File: src/rtl/nseq_pkg.sv
package nseq_pkg;
  typedef enum logic [2:0] {
    OP_RESET = 3'd0,
    OP_ID    = 3'd1,
    OP_READ  = 3'd2,
    OP_PROG  = 3'd3,
    OP_ERASE = 3'd4
  } op_e;

  typedef enum logic [1:0] {
    CY_CMD  = 2'd0,
    CY_ADDR = 2'd1,
    CY_WR   = 2'd2,
    CY_RD   = 2'd3
  } cyc_e;

  typedef enum logic [2:0] {
    ST_IDLE, ST_CMD0, ST_ADDR, ST_WDATA, ST_CMD1, ST_WAIT, ST_RDATA, ST_RST
  } st_e;

  localparam logic [7:0] CMD_READ0  = 8'h00;
  localparam logic [7:0] CMD_READ1  = 8'h30;
  localparam logic [7:0] CMD_PROG0  = 8'h80;
  localparam logic [7:0] CMD_PROG1  = 8'h10;
  localparam logic [7:0] CMD_ERASE0 = 8'h60;
  localparam logic [7:0] CMD_ERASE1 = 8'hD0;
  localparam logic [7:0] CMD_ID     = 8'h90;
  localparam logic [7:0] CMD_RESET  = 8'hFF;
endpackage

File: src/rtl/nseq_addr_fmt.sv
module nseq_addr_fmt
  import nseq_pkg::*;
#(
  parameter int COL_W     = 11,
  parameter int ROW_BYTES = 3,
  localparam int ROW_W    = 8 * ROW_BYTES
) (
  input  logic [2:0]       op_i,
  input  logic [2:0]       idx_i,
  input  logic [COL_W-1:0] col_i,
  input  logic [ROW_W-1:0] row_i,
  output logic [7:0]       byte_o,
  output logic             last_o
);
  logic [15:0] colx;
  logic [2:0]  n_bytes;
  logic [2:0]  ridx;

  assign colx = 16'(col_i);
  assign ridx = idx_i - 3'd2;

  always_comb begin
    if (op_i == OP_ID) begin
      byte_o  = 8'h00;
      n_bytes = 3'd1;
    end else if (op_i == OP_ERASE) begin
      byte_o  = 8'(row_i >> {idx_i, 3'b000});
      n_bytes = 3'(ROW_BYTES);
    end else begin
      // column bytes first, low then high, then row bytes low first
      byte_o  = (idx_i < 3'd2) ? 8'(colx >> {idx_i, 3'b000})
                               : 8'(row_i >> {ridx, 3'b000});
      n_bytes = 3'(2 + ROW_BYTES);
    end
  end

  assign last_o = (idx_i == n_bytes - 3'd1);
endmodule

File: src/rtl/nseq_rb_wait.sv
module nseq_rb_wait #(
  parameter int GAP  = 4,
  localparam int CW  = $clog2(GAP + 2)
) (
  input  logic clk_i,
  input  logic rst_ni,
  input  logic start_i,
  input  logic rb_i,
  output logic done_o
);
  logic [CW-1:0] cnt_q;
  logic          act_q;

  always_ff @(posedge clk_i or negedge rst_ni) begin
    if (!rst_ni) begin
      cnt_q <= '0;
      act_q <= 1'b0;
    end else if (start_i) begin
      cnt_q <= CW'(GAP);
      act_q <= 1'b1;
    end else if (act_q) begin
      if (cnt_q != '0) cnt_q <= cnt_q - 1'b1;
      else if (rb_i)   act_q <= 1'b0;
    end
  end

  assign done_o = act_q && (cnt_q == '0) && rb_i;

  a_r11_gap_after_start: assert property (@(posedge clk_i) disable iff (!rst_ni)
    start_i |=> !done_o);
endmodule

File: src/rtl/nseq_rd_buf.sv
module nseq_rd_buf (
  input  logic       clk_i,
  input  logic       rst_ni,
  input  logic       load_i,
  input  logic [7:0] data_i,
  input  logic       ready_i,
  output logic       valid_o,
  output logic [7:0] data_o
);
  always_ff @(posedge clk_i or negedge rst_ni) begin
    if (!rst_ni) begin
      valid_o <= 1'b0;
      data_o  <= '0;
    end else if (load_i) begin
      valid_o <= 1'b1;
      data_o  <= data_i;
    end else if (ready_i) begin
      valid_o <= 1'b0;
    end
  end

  a_r12_rd_hold: assert property (@(posedge clk_i) disable iff (!rst_ni)
    valid_o && !ready_i |=> valid_o && $stable(data_o));
endmodule

File: src/rtl/nand_op_seq.sv
module nand_op_seq
  import nseq_pkg::*;
#(
  parameter int ADDR_W     = 32,
  parameter int LEN_W      = 20,
  parameter int PAGE_BYTES = 2048,
  parameter int BLK_PAGES  = 64,
  parameter int ROW_BYTES  = 3,
  parameter int BUSY_GAP   = 4
) (
  input  logic              clk_i,
  input  logic              rst_ni,
  input  logic              req_valid_i,
  output logic              req_ready_o,
  input  logic [2:0]        req_op_i,
  input  logic [ADDR_W-1:0] req_addr_i,
  input  logic [LEN_W-1:0]  req_len_i,
  output logic              busy_o,
  output logic              done_o,
  output logic              err_o,
  output logic              cyc_req_o,
  output logic [1:0]        cyc_type_o,
  output logic [7:0]        cyc_byte_o,
  input  logic              cyc_ack_i,
  input  logic [7:0]        cyc_rdata_i,
  input  logic              rb_i,
  input  logic              wr_valid_i,
  output logic              wr_ready_o,
  input  logic [7:0]        wr_data_i,
  output logic              rd_valid_o,
  input  logic              rd_ready_i,
  output logic [7:0]        rd_data_o
);
  localparam int COL_W  = $clog2(PAGE_BYTES);
  localparam int BLKP_W = $clog2(BLK_PAGES);
  localparam int ROW_W  = 8 * ROW_BYTES;
  localparam logic [COL_W-1:0] COL_LAST = COL_W'(PAGE_BYTES - 1);
  localparam logic [LEN_W-1:0] BLK_LEN  = LEN_W'(PAGE_BYTES * BLK_PAGES);
  localparam logic [ROW_W-1:0] ROW_STEP = ROW_W'(BLK_PAGES);

  st_e              st_q;
  logic [2:0]       op_q;
  logic [COL_W-1:0] col_q;
  logic [ROW_W-1:0] row_q;
  logic [LEN_W-1:0] rem_q;
  logic [2:0]       idx_q;
  logic             cyc_req_q;
  cyc_e             cyc_type_q;
  logic [7:0]       cyc_byte_q;
  logic             done_q, err_q;

  logic       accept, bad_req, needs_len, misalign;
  logic       launch, ackd, page_end;
  cyc_e       l_type;
  logic [7:0] l_byte, cmd0, cmd1;
  logic [7:0] fmt_byte;
  logic       fmt_last;
  logic       wait_start, wait_done;

  assign accept    = (st_q == ST_IDLE) && req_valid_i;
  assign needs_len = (req_op_i == OP_READ) || (req_op_i == OP_PROG) || (req_op_i == OP_ERASE);
  assign misalign  = |req_addr_i[COL_W+BLKP_W-1:0];
  assign bad_req   = (req_op_i > 3'd4) || (needs_len && (req_len_i == '0)) ||
                     ((req_op_i == OP_ERASE) && misalign);
  assign ackd      = cyc_req_q && cyc_ack_i;
  assign page_end  = (col_q == COL_LAST);

  always_comb begin
    unique case (op_q)
      OP_ID:    cmd0 = CMD_ID;
      OP_READ:  cmd0 = CMD_READ0;
      OP_PROG:  cmd0 = CMD_PROG0;
      OP_ERASE: cmd0 = CMD_ERASE0;
      default:  cmd0 = CMD_RESET;
    endcase
    unique case (op_q)
      OP_READ: cmd1 = CMD_READ1;
      OP_PROG: cmd1 = CMD_PROG1;
      default: cmd1 = CMD_ERASE1;
    endcase
  end

  nseq_addr_fmt #(.COL_W(COL_W), .ROW_BYTES(ROW_BYTES)) u_fmt (
    .op_i   (op_q),
    .idx_i  (idx_q),
    .col_i  (col_q),
    .row_i  (row_q),
    .byte_o (fmt_byte),
    .last_o (fmt_last)
  );

  // cycle launch: only when no cycle is outstanding and the stream side allows it
  always_comb begin
    launch = 1'b0;
    l_type = CY_CMD;
    l_byte = 8'h00;
    unique case (st_q)
      ST_CMD0:  begin launch = !cyc_req_q; l_byte = cmd0; end
      ST_ADDR:  begin launch = !cyc_req_q; l_type = CY_ADDR; l_byte = fmt_byte; end
      ST_WDATA: begin launch = !cyc_req_q && wr_valid_i; l_type = CY_WR; l_byte = wr_data_i; end
      ST_CMD1:  begin launch = !cyc_req_q; l_byte = cmd1; end
      ST_RDATA: begin launch = !cyc_req_q && !rd_valid_o; l_type = CY_RD; end
      ST_RST:   begin launch = !cyc_req_q; l_byte = CMD_RESET; end
      default:  ;
    endcase
  end

  assign wait_start = (st_q == ST_CMD1) && ackd;

  nseq_rb_wait #(.GAP(BUSY_GAP)) u_wait (
    .clk_i   (clk_i),
    .rst_ni  (rst_ni),
    .start_i (wait_start),
    .rb_i    (rb_i),
    .done_o  (wait_done)
  );

  nseq_rd_buf u_rbuf (
    .clk_i   (clk_i),
    .rst_ni  (rst_ni),
    .load_i  (ackd && (cyc_type_q == CY_RD)),
    .data_i  (cyc_rdata_i),
    .ready_i (rd_ready_i),
    .valid_o (rd_valid_o),
    .data_o  (rd_data_o)
  );

  always_ff @(posedge clk_i or negedge rst_ni) begin
    if (!rst_ni) begin
      st_q       <= ST_IDLE;
      op_q       <= '0;
      col_q      <= '0;
      row_q      <= '0;
      rem_q      <= '0;
      idx_q      <= '0;
      cyc_req_q  <= 1'b0;
      cyc_type_q <= CY_CMD;
      cyc_byte_q <= '0;
      done_q     <= 1'b0;
      err_q      <= 1'b0;
    end else begin
      done_q <= 1'b0;
      err_q  <= 1'b0;
      if (accept) begin
        if (bad_req) begin
          done_q <= 1'b1;
          err_q  <= 1'b1;
        end else begin
          op_q  <= req_op_i;
          col_q <= (req_op_i == OP_ID) ? '0 : req_addr_i[COL_W-1:0];
          row_q <= ROW_W'(req_addr_i >> COL_W);
          rem_q <= (req_op_i == OP_ID) ? LEN_W'(5) : req_len_i;
          st_q  <= (req_op_i == OP_RESET) ? ST_RST : ST_CMD0;
        end
      end
      if (launch) begin
        cyc_req_q  <= 1'b1;
        cyc_type_q <= l_type;
        cyc_byte_q <= l_byte;
      end else if (ackd) begin
        cyc_req_q <= 1'b0;
        unique case (st_q)
          ST_CMD0: begin
            st_q  <= ST_ADDR;
            idx_q <= '0;
          end
          ST_ADDR: begin
            idx_q <= idx_q + 3'd1;
            if (fmt_last)
              st_q <= (op_q == OP_ID)   ? ST_RDATA :
                      (op_q == OP_PROG) ? ST_WDATA : ST_CMD1;
          end
          ST_WDATA: begin
            rem_q <= rem_q - 1'b1;
            if (page_end) begin
              col_q <= '0;
              row_q <= row_q + 1'b1;
            end else begin
              col_q <= col_q + 1'b1;
            end
            if (rem_q == LEN_W'(1) || page_end) st_q <= ST_CMD1;
          end
          ST_CMD1: st_q <= ST_WAIT;
          ST_RDATA: begin
            rem_q <= rem_q - 1'b1;
            if (page_end) begin
              col_q <= '0;
              row_q <= row_q + 1'b1;
            end else begin
              col_q <= col_q + 1'b1;
            end
            if (rem_q == LEN_W'(1))                st_q <= ST_RST;
            else if (op_q != OP_ID && page_end)    st_q <= ST_CMD0;
          end
          ST_RST: begin
            st_q   <= ST_IDLE;
            done_q <= 1'b1;
          end
          default: ;
        endcase
      end
      if (st_q == ST_WAIT && wait_done) begin
        if (op_q == OP_READ) begin
          st_q <= ST_RDATA;
        end else if (op_q == OP_PROG) begin
          st_q <= (rem_q == '0) ? ST_RST : ST_CMD0;
        end else if (rem_q <= BLK_LEN) begin
          st_q <= ST_RST;
        end else begin
          rem_q <= rem_q - BLK_LEN;
          row_q <= row_q + ROW_STEP;
          st_q  <= ST_CMD0;
        end
      end
    end
  end

  assign req_ready_o = (st_q == ST_IDLE);
  assign busy_o      = (st_q != ST_IDLE);
  assign done_o      = done_q;
  assign err_o       = err_q;
  assign cyc_req_o   = cyc_req_q;
  assign cyc_type_o  = cyc_type_q;
  assign cyc_byte_o  = cyc_byte_q;
  assign wr_ready_o  = (st_q == ST_WDATA) && !cyc_req_q;

  a_r13_cycle_hold: assert property (@(posedge clk_i) disable iff (!rst_ni)
    cyc_req_o && !cyc_ack_i |=> cyc_req_o && $stable(cyc_byte_o) && $stable(cyc_type_o));
  a_r6_reject: assert property (@(posedge clk_i) disable iff (!rst_ni)
    accept && bad_req |=> done_o && err_o && !busy_o && !cyc_req_o);
  a_r10_done_idle: assert property (@(posedge clk_i) disable iff (!rst_ni)
    done_o |-> !busy_o && !cyc_req_o);
  a_r10_err_with_done: assert property (@(posedge clk_i) disable iff (!rst_ni)
    err_o |-> done_o);
  a_r12_no_rd_overrun: assert property (@(posedge clk_i) disable iff (!rst_ni)
    cyc_req_o && cyc_type_o == 2'd3 |-> !rd_valid_o);
  a_r11_quiet_wait: assert property (@(posedge clk_i) disable iff (!rst_ni)
    st_q == ST_WAIT |-> !cyc_req_o);
endmodule

File: config.mk
export PLATFORM = sky130hd
export DESIGN_NAME = nand_op_seq
export DESIGN_NICKNAME = d
export VERILOG_FILES = /design/src/rtl/nseq_pkg.sv /design/src/rtl/nseq_addr_fmt.sv /design/src/rtl/nseq_rb_wait.sv /design/src/rtl/nseq_rd_buf.sv /design/src/rtl/nand_op_seq.sv
export SDC_FILE = /design/constraint.sdc
export NUM_CORES = 1
export LEC_CHECK = 0
export ABC_CLOCK_PERIOD_IN_PS = 2300
export BUFFER_PORTS_ARGS = -buffer_cell sky130_fd_sc_hd__buf_4
export CAP_MARGIN = 20
export CORE_ASPECT_RATIO = 0.9
export CORE_MARGIN = 2
export CORE_UTILIZATION = 42
export DETAILED_ROUTE_END_ITERATION = 10
export PLACE_DENSITY = 0.7
export SYNTH_ARGS = -nofsm -noshare
export SYNTH_HDL_FRONTEND = slang
export SYNTH_SLANG_ARGS = --single-unit
File: constraint.sdc
create_clock -name clk_i -period 2.3 [get_ports clk_i]
set_clock_uncertainty 0.15 [all_clocks]
set_input_delay 0.115 -clock clk_i [delete_from_list [all_inputs] [get_ports clk_i]]
set_output_delay 0.115 -clock clk_i [all_outputs]
set_load 0.05 [all_outputs]
# ---- Word-level counts from Yosys, hierarchy flattened
# Index checks and enable logic that the tools add are counted.
dict set report op_classes {
  addsub 9
  n_mul 0
  div 0
  order_cmp 3
  eq_ne 20
  shift 3
  n_mux 71
  bitwise_logic 2
  n_reduce_logical 38
}
# operator count
set ops {}
lappend ops {{24-bit two-way mux} 10}
lappend ops {{20-bit two-way mux} 10}
lappend ops {{11-bit two-way mux} 7}
lappend ops {{3-bit two-way mux} 21}
lappend ops {{24-bit by 6-bit >> shifter with 8-bit output} 2}
lappend ops {{20-bit logical NOT} 2}
lappend ops {{8-bit case mux with 5 select lines} 1}
lappend ops {{8-bit case mux with 4 select lines} 1}
lappend ops {{24-bit by 1-bit adder with 24-bit output, second input constant} 1}
lappend ops {{24-bit by 7-bit adder with 24-bit output, second input constant} 1}
lappend ops {{8-bit two-way mux} 3}
lappend ops {{20-bit by 1-bit equality test with 1-bit output, second input constant} 1}
lappend ops {{20-bit by 18-bit <= comparator with 1-bit output, second input constant} 1}
lappend ops {{20-bit by 1-bit subtractor with 20-bit output, second input constant} 1}
lappend ops {{20-bit by 18-bit subtractor with 20-bit output, second input constant} 1}
lappend ops {{3-bit by 2-bit equality test with 1-bit output, second input constant} 6}
lappend ops {{3-bit equality test, second input constant} 6}
lappend ops {{3-bit case mux with 6 select lines} 1}
lappend ops {{17-bit OR reduction} 1}
lappend ops {{8-bit case mux with 2 select lines} 1}
lappend ops {{1-bit logical AND} 13}
lappend ops {{1-bit two-way mux} 13}
lappend ops {{11-bit by 1-bit adder with 11-bit output, second input constant} 1}
lappend ops {{11-bit equality test, second input constant} 1}
lappend ops {{other kinds (23)} 40}
dict set report totals {
  register_bits 90
  latch_bits 0
  ram_bits 0
  mem_bits_ro 0
  input_bits 78
  mem_count 0
}

# ---- Longest topological paths before layout
# Gate-level depths: netlist of the first run.
dict set report logic_depth {
  depth_word 16
  ltp_mapped 9
  depth_no_buf 8
}

# ---- By module
# A second synthesis of the first run with hierarchy kept.
dict set report unflattened {
  cells_unflattened 738
  area_unflattened_um2 6296.0
}
# mod instances cells_per_inst area_each_um2 seq_area_each_um2
set modules_own_cells {}
lappend modules_own_cells {nand_op_seq 1 595 4999.8 1926.8}
lappend modules_own_cells {nseq_addr_fmt 1 101 685.7 0.0}
lappend modules_own_cells {nseq_rd_buf 1 20 369.1 225.2}
lappend modules_own_cells {nseq_rb_wait 1 22 241.5 100.1}

# ---- Least setup slack after synthesis of the first run
# Ideal clock, no wire load.
dict set report synth_path {
  path_type {reg-to-reg}
  from {register st_q[2]}
  to {register rem_q[0]}
  t_arrival_ns 2.699
  required_ns 2.063
  setup_slack_ns -0.636
  stages_incl_launch_ff 9
  synth_period_minus_slack_ns 2.936
  path_cell_list {dfrtp_1 -> buf_2 -> or3_1 -> inv_1 -> o311ai_1 -> nor2_1 -> clkbuf_1 -> o211ai_1 -> o211ai_1}
}
dict set report synth_via {
  elab_chain_len 10
  elab_cells_between_ends 21
  cone_classes {eq/ne (7); mux (9); reduce/logical (5)}
}
# item line
set synth_rtl {}
lappend synth_rtl {{from (decl)} nand_op_seq.sv:41} ;# st_e st_q;
lappend synth_rtl {{from (signal assigned)} nand_op_seq.sv:153} ;# st_q <= (req_op_i == OP_RESET) ? ST_RST : ST_CMD0;
lappend synth_rtl {{from (signal assigned)} nand_op_seq.sv:170} ;# st_q <= (op_q == OP_ID) ? ST_RDATA :
lappend synth_rtl {{from (signal assigned)} nand_op_seq.sv:206} ;# st_q <= (rem_q == '0) ? ST_RST : ST_CMD0;
lappend synth_rtl {{3-bit logical NOT *} n/a}
lappend synth_rtl {{via req_ready_o} nand_op_seq.sv:14} ;# output logic req_ready_o,
lappend synth_rtl {{1-bit logical AND *} nand_op_seq.sv:60} ;# assign accept = (st_q == ST_IDLE) && req_valid_i;
lappend synth_rtl {{20-bit two-way mux *} nand_op_seq.sv:144} ;# if (accept) begin
lappend synth_rtl {{20-bit two-way mux} n/a}
lappend synth_rtl {{20-bit two-way mux} nand_op_seq.sv:160} ;# end else if (ackd) begin
lappend synth_rtl {{20-bit two-way mux *} nand_op_seq.sv:156} ;# if (launch) begin
lappend synth_rtl {{20-bit two-way mux} nand_op_seq.sv:207} ;# end else if (rem_q <= BLK_LEN) begin
lappend synth_rtl {{20-bit two-way mux} nand_op_seq.sv:205} ;# end else if (op_q == OP_PROG) begin
lappend synth_rtl {{20-bit two-way mux} nand_op_seq.sv:203} ;# if (op_q == OP_READ) begin
lappend synth_rtl {{20-bit two-way mux *} nand_op_seq.sv:202} ;# if (st_q == ST_WAIT && wait_done) begin
lappend synth_rtl {{to (signal assigned)} nand_op_seq.sv:174} ;# rem_q <= rem_q - 1'b1;
lappend synth_rtl {{to (signal assigned)} nand_op_seq.sv:185} ;# rem_q <= rem_q - 1'b1;
lappend synth_rtl {{to (signal assigned)} nand_op_seq.sv:210} ;# rem_q <= rem_q - BLK_LEN;
lappend synth_rtl {{to (decl)} nand_op_seq.sv:45} ;# logic [LEN_W-1:0] rem_q;
# Mark *: on every way through the listed nets, which the timed path passes. The rest lies on a longest branch.
# A chain may end at the register's enable or synchronous reset.

# ---- Worst setup path in the final report of the first run
dict set report layout_path {
  from {register rem_q[18]}
  to {register st_q[1]}
}
dict set report layout_via {
  elab_chain_len 7
  elab_cells_between_ends 14
  cone_classes {order compare (1); eq/ne (1); mux (10); reduce/logical (2)}
}
# item line
set layout_rtl {}
lappend layout_rtl {{from (signal assigned)} nand_op_seq.sv:152} ;# rem_q <= (req_op_i == OP_ID) ? LEN_W'(5) : req_len_i;
lappend layout_rtl {{from (signal assigned)} nand_op_seq.sv:174}
lappend layout_rtl {{from (signal assigned)} nand_op_seq.sv:185}
lappend layout_rtl {{branches (longest 6 deep; another with 20-bit by 18-bit <= comparator with 1-bit output)} n/a}
lappend layout_rtl {{3-bit two-way mux *} nand_op_seq.sv:202}
# Every way passes the cells marked *.

==> results of run 1 <==
## layout by cell type (no fill, tap or decap), types with 6 or more instances in the layout
cell             n
dlygate4sd3_1   59
nand3_1         29
mux2i_1          9
o211ai_1        11
a311oi_1        15
nor4_1          10
buf_6           12
nor3b_1         12
a31oi_1         14
ha_1            10
nor2_1          55
nor3_1          21
clkbuf_16        9
and2_1           7
nand2_1         78
xnor2_1          8
a21oi_1         52
o22ai_1          6
o21ai_0         32
nand2b_1        13
a21oi_2          7
mux2_2          14
a211oi_1        14
inv_1           15
dfrtp_1         87
nand4_1          9
buf_4          257
## area by class of cell
type | instances | area, um2 | share of cell area
clock inverters | 6 | 73.8 | 0.00761
repair buffers | 332 | 2720 | 0.280
flip-flops and latches | 90 | 2260 | 0.232
clock buffers | 10 | 239 | 0.0246
multi-input cells | 577 | 4100 | 0.422
inverters | 19 | 75.1 | 0.00774
well taps | 193 | 241 | 0.0249
## layer usage
| layer | vias up | global-route usage | wire, um |
|---|---|---|---|
| met3 | 32 | 0.0566 | 1520 |
| li1 | 3372 | - | - |
| met5 | - | 0 | 0 |
| met4 | 0 | 0.0849 | 424 |
| met2 | 317 | 0.479 | 11100 |
| met1 | 3536 | 0.394 | 10400 |
## kinds of logic after synthesis
| family | share of synthesized area |
|---|---|
| multiplexers | 0.0402 |
| AND/OR/NAND/NOR | 0.252 |
| buffers and inverters | 0.0425 |
| adder cells (fa/ha/maj) | 0.0224 |
| flip-flops | 0.366 |
| XOR/XNOR | 0.0156 |
| AO/OA/AOI/OAI | 0.261 |
## worst max-delay path: stages (launching register included)
cell and delay [ns]:
dfrtp_1 0.39, or4_4 0.55, nor4_4 0.35, buf_4 0.18
nand4_1 0.15, nor4b_4 0.18, o31ai_1 0.30, nand3_1 0.13
## stage by stage
step | instances | util | power [mW] | hold WS (ns) | cell area [um2]
CTS | 1215 | 0.657 | 9.46 | 0.000630 | 9300
detailed placement | 1128 | 0.576 | 7.62 | 0.0833 | 8150
global route | 1227 | 0.685 | 10.4 | 0.0139 | 9700
floorplan | 729 | - | 5.67 | -0.331 | 6270
global placement | 1128 | 0.576 | 7.50 | 0.0708 | 8150
finish | 1227 | 0.685 | 9.86 | 0.00484 | 9700
## final timing paths
path | start | slack (ns) | cells after the start | to
max | rem_q[18]$_DFF_PN0_ | -0.22 | 7 | st_q[1]$_DFF_PN0_
min | wr_data_i[2] | 0.005 | 3 | cyc_byte_o[2]$_DFFE_PN0P_
max reg2reg | rem_q[18]$_DFF_PN0_ | -0.22 | 7 | st_q[1]$_DFF_PN0_
min reg2reg | cyc_byte_o[1]$_DFFE_PN0P_ | 0.34 | 2 | cyc_byte_o[1]$_DFFE_PN0P_
max in group asynchronous | rst_ni | 1.14 | 3 | rem_q[3]$_DFFE_PN0P_
min in group asynchronous | rst_ni | 0.21 | 2 | idx_q[1]$_DFFE_PN0P_
## flip-flops by register name, summed over array words and instances (netlist names)
register	cells
cyc_byte_o	8
op_q	3
idx_q	3
rem_q	20
st_q	3
u_wait.act_q	1
u_rbuf.data_o	8
col_q	11
cyc_type_o	2
u_wait.cnt_q	3
row_q	24
done_o	1
cyc_req_o	1
u_rbuf.valid_o	1
err_o	1
## power by group
part           switching [mW]  internal [mW]  leakage (nW)  total, mW
clock network           0.699          0.886         0.154       1.59
logic                    3.16           2.34          3.01       5.51
registers               0.581           2.19          1.09       2.77
## what timing repair did
action,4_1_cts,5_1_grt
resized for setup,34,59
pin swaps,15,24
buffers inserted,10,15
endpoints found under the hold margin,110,0
gates cloned,2,0
hold buffers,59,0
setup endpoints to repair,54,61
==> impl_metrics.json, run 1 <==
{
  "grt_pass1_vias": 7100,
  "synth_largest_area_cell": "dfrtp_1",
  "outcome": "complete, but fails checks",
  "synth_top_area_share": 0.366,
  "cts_tree": "yes",
  "drive_gt1_frac": 0.378,
  "htreeDepth": 3,
  "vias": 7257,
  "grt.overflow.total": 0,
  "ys_ff_latch": 90,
  "num-nets-final": 1118,
  "cap_violations": 0,
  "numCtsBuffers": 9,
  "syn-instance-count": 729,
  "dieArea_um2": 15600,
  "synth_area_um2": 6160,
  "num_antenna_cells": 0,
  "syn_avg_cell_area_um2": 8.45,
  "cp_max_fo": 3,
  "hpwl_mm": 16.3,
  "ys_top_cells_by_area": "dfrtp_1 (37%), nand2_1 (4.9%), a21oi_1 (4.8%), nor2_1 (3.6%), o21ai_0 (2.8%)",
  "min_period_ns": 2.52,
  "drc": 0,
  "cp-start-kind": "flop",
  "die_y_um": 119,
  "worst_pin_slew_ns": 0.759,
  "p_per_area_nw_per_um2": 1020,
  "first_pass_iters": 5,
  "fin_crit_sh": 1.10,
  "synth_fp_nets": 818,
  "dpl_worst_slack_ns": -0.198,
  "die_x_um": 132,
  "grt_pass1_wl_mm": 36.7,
  "violations": "negative setup slack",
  "synth.most_common_cell": "dfrtp_1",
  "async_flop_share": 1.00,
  "ir_worst_vdd_v": 0.000693,
  "wl_mm": 23.4,
  "vias_per_cell": 5.91,
  "antenna_found_initial": 0,
  "port_buffers": 102,
  "area_growth_pct": 57.6,
  "setup_violations": 21,
  "fmax_mhz": 396,
  "slew_viol_final": 0,
  "grt.total_usage": 0.292,
  "worstSetupPathType": "reg -> reg",
  "yosysWarnings": 0,
  "rsz0062_at_grt": "true",
  "fillerInstances": 1145,
  "maxSlewHeadroom": 0.494,
  "antenna_left": 0,
  "path_clk_slew_ns": 0.07,
  "drt_iter0_drc": 620,
  "clkLatencyLatePin_ns": 0.36,
  "ys_top_cells_by_count": "dfrtp_1 (90), nand2_1 (80), a21oi_1 (59), nor2_1 (59), o21ai_0 (35)",
  "cp-end-kind": "flop",
  "synthFlopType": "dfrtp_1",
  "cts_root_buf": "clkbuf_16",
  "post_drt_wl_per_cell_um": 19.1,
  "cp.required_ns": 2.37,
  "ios": 103,
  "clockBufferDepth": 2,
  "ys_seq_area_frac": 0.366,
  "power.leakage_nw": 4.25,
  "place_congestion": 0.980,
  "crit_arrival_ns": 2.59,
  "setup_tns_ns": -2.39,
  "core_um2": 14200,
  "min-delay-path-class": "in -> reg",
  "row_count": 41,
  "ys_types": 80,
  "grt_max_degree": 55,
  "clock-sinks": 90,
  "hold_viol_final": 0,
  "initial_utilization": 0.435,
  "fin_ws_ns": -0.224,
  "synth_edf_count": 0
}
Power figures use the tool's default switching activity.
==> inputs of run 2 (changes only) <==
--- a/config.mk
+++ b/config.mk
@@ -12,7 +12,7 @@
 export CORE_MARGIN = 2
 export CORE_UTILIZATION = 42
 export DETAILED_ROUTE_END_ITERATION = 10
-export PLACE_DENSITY = 0.7
+export PLACE_DENSITY_LB_ADDON = 0.05
 export SYNTH_ARGS = -nofsm -noshare
 export SYNTH_HDL_FRONTEND = slang
 export SYNTH_SLANG_ARGS = --single-unit
==> run 2 against run 1 <==
Compared with the run above: the run still ends with negative setup slack left; first-iteration DRC count down 3.4%; worst hold slack gained 0.014 ns; utilization up 1.6 points; critical path depth grew 2; largest power group unchanged; clock power shrank 4%; sequential share of layout area is 0.54 points lower.
==> impl_metrics.json, run 2 (synthesis gave the netlist of run 1 again) <==
{
  "clockBufferDepth": 2,
  "cts_root_buf": "clkbuf_16",
  "switching_share": 0.451,
  "power_frac_seq": 0.284,
  "drc": 0,
  "vias": 7312,
  "drt_iter0_drc": 599,
  "cp.required_ns": 2.40,
  "numCtsBuffers": 9,
  "dieArea_um2": 15600,
  "hpwl_mm": 16.3,
  "grt_pass1_vias": 6955,
  "first_pass_iters": 5,
  "drive_gt1_frac": 0.396,
  "dpl_worst_slack_ns": -0.218,
  "worstRegToRegCells": 9,
  "grt.total_usage": 0.288,
  "setup_violations": 29,
  "min_period_ns": 2.51,
  "worstSetupPathType": "reg -> reg",
  "antenna_left": 0,
  "path_clk_slew_ns": 0.07,
  "r2r-start": "u_wait.cnt_q[0]$_DFFE_PN0P_",
  "fin_crit_sh": 1.09,
  "cp_max_fo": 8,
  "htreeDepth": 3,
  "grt_pass1_wl_mm": 36.3,
  "initial_utilization": 0.435,
  "min_path_cells": 4,
  "comb_power_share": 0.560,
  "die_x_um": 132,
  "num-nets-final": 1121,
  "antenna_found_initial": 0,
  "worstReg2RegEnd": "row_q[17]$_DFF_PN0_",
  "p_per_area_nw_per_um2": 986,
  "final_common_cell": "buf_4",
  "place_congestion": 0.907,
  "crit_end": "row_q[17]$_DFF_PN0_",
  "grt_max_degree": 49,
  "placed_area_um2": 8080,
  "min-delay-path-class": "in -> reg",
  "row_count": 41,
  "grt.overflow.total": 0,
  "reg_top3": "row_q x24, rem_q x20, col_q x11",
  "violations": "negative setup slack",
  "fillerInstances": 1146,
  "fmax_mhz": 399,
  "hold_viol_final": 0,
  "p_sw_mw": 4.42,
  "power_frac_clock": 0.156,
  "vias_per_cell": 5.94,
  "core_um2": 14200,
  "outcome": "complete, but fails checks",
  "ios": 103,
  "fin_area_um2": 9940,
  "rsz0062_at_grt": "true",
  "area_growth_pct": 61.4,
  "power.leakage_nw": 4.27,
  "port_buffers": 102,
  "crit_arrival_ns": 2.61,
  "largest_register_ffs": 24,
  "reg2reg_slack_ns": -0.21,
  "p_int_mw": 5.38,
  "post_drt_wl_per_cell_um": 19.2,
  "cp-end-kind": "flop",
  "cts_tree": "yes",
  "clkLatencyLatePin_ns": 0.35,
  "fin_hold_ws_ns": 0.0192,
  "top_register": "row_q",
  "cap_violations": 0,
  "maxSlewHeadroom": 0.628,
  "clock-sinks": 90,
  "cp-start-kind": "flop",
  "worstSetupStartpoint": "u_wait.cnt_q[0]$_DFFE_PN0P_",
  "final_cell_mix": "buf_4 (244), dfrtp_1 (87), nand2_1 (76)",
  "slew_viol_final": 0,
  "fin_ws_ns": -0.208,
  "ir_worst_vdd_v": 0.000537,
  "num_antenna_cells": 0,
  "die_y_um": 119,
  "worst_pin_slew_ns": 0.552,
  "wl_mm": 23.6
}
run 2: cell count changes in the layout (fill, tap and decap cells not counted), sizes merged:
cell	change
a31o	-1
buf	-3
clkinvlp	+3
clkbuf	+1
inv	-1
clkinv	-1
dlygate4sd3	+5
run 2: per-stage QoR:
step / instances / setup TNS, ns / util / total power [mW]
final: 1230 / -2.97 / 0.702 / 9.80
after global routing: 1230 / -6.83 / 0.702 / 10.4
after CTS: 1204 / -2.91 / 0.653 / 9.39
after detailed placement: 1115 / -4.75 / 0.571 / 7.62
after global placement: 1115 / -4.32 / 0.571 / 7.48
after floorplan: 729 / -3.95 / - / 5.67
run 2: area by class of cell:
type	instances	area, um2	share of cell area
clock inverter	7	78.8	0.00793
sequential	90	2260	0.227
clock buffer	9	225	0.0227
inverter	19	75.1	0.00755
timing repair buffer	336	2880	0.289
multi-input combinational	576	4180	0.421
tap	193	241	0.0243
run 2: per-layer routing:
layer / track usage / part of all wire / routed length [um] / vias up
met1: 0.404 / 0.44 / 10300 / 3561
met4: 0.0768 / 0.016 / 369 / 0
li1: - / - / - / 3381
met2: 0.458 / 0.46 / 10900 / 343
met3: 0.0545 / 0.082 / 1930 / 27
met5: 0 / 0 / 0 / -
run 2: how the worst min path moves through the flow:
stage / from / to / slack, ns
after floorplan: rst_ni / col_q[0]$_DFF_PN0_ / -0.33
after global placement: rst_ni / cyc_byte_o[1]$_DFFE_PN0P_ / -0.13
final: req_addr_i[10] / col_q[10]$_DFF_PN0_ / 0.02
after CTS: req_len_i[10] / rem_q[10]$_DFFE_PN0P_ / 0.001
after detailed placement: rst_ni / cyc_byte_o[3]$_DFFE_PN0P_ / -0.12
after global routing: req_addr_i[10] / col_q[10]$_DFF_PN0_ / 0.03
run 2: power groups by stage:
stage	sequential [mW]	combinational, mW	clock [mW]
after global placement	2.73	4.75	0
after detailed placement	2.76	4.86	0
after global routing	2.85	5.91	1.64
after floorplan	3.22	2.46	0
final	2.78	5.49	1.53
after CTS	2.74	5.09	1.56
run 2: critical path, cell delays in order (launching register included):
cell      delay [ns]
dfrtp_1         0.38
inv_2           0.08
ha_4            0.13
nand3b_1        0.10
or4_4           0.54
a31o_4          0.29
a211oi_2        0.22
buf_4           0.18
a211oi_2        0.07
a311oi_1        0.26
run 2: timing repair:
action | 4_1_cts | 5_1_grt
hold endpoints to repair | 153 | 0
pin swaps | 23 | 45
setup endpoints to repair | 39 | 58
gates resized for setup | 33 | 91
hold buffers | 64 | 0
setup buffers | 9 | 23
gates cloned | 0 | 4
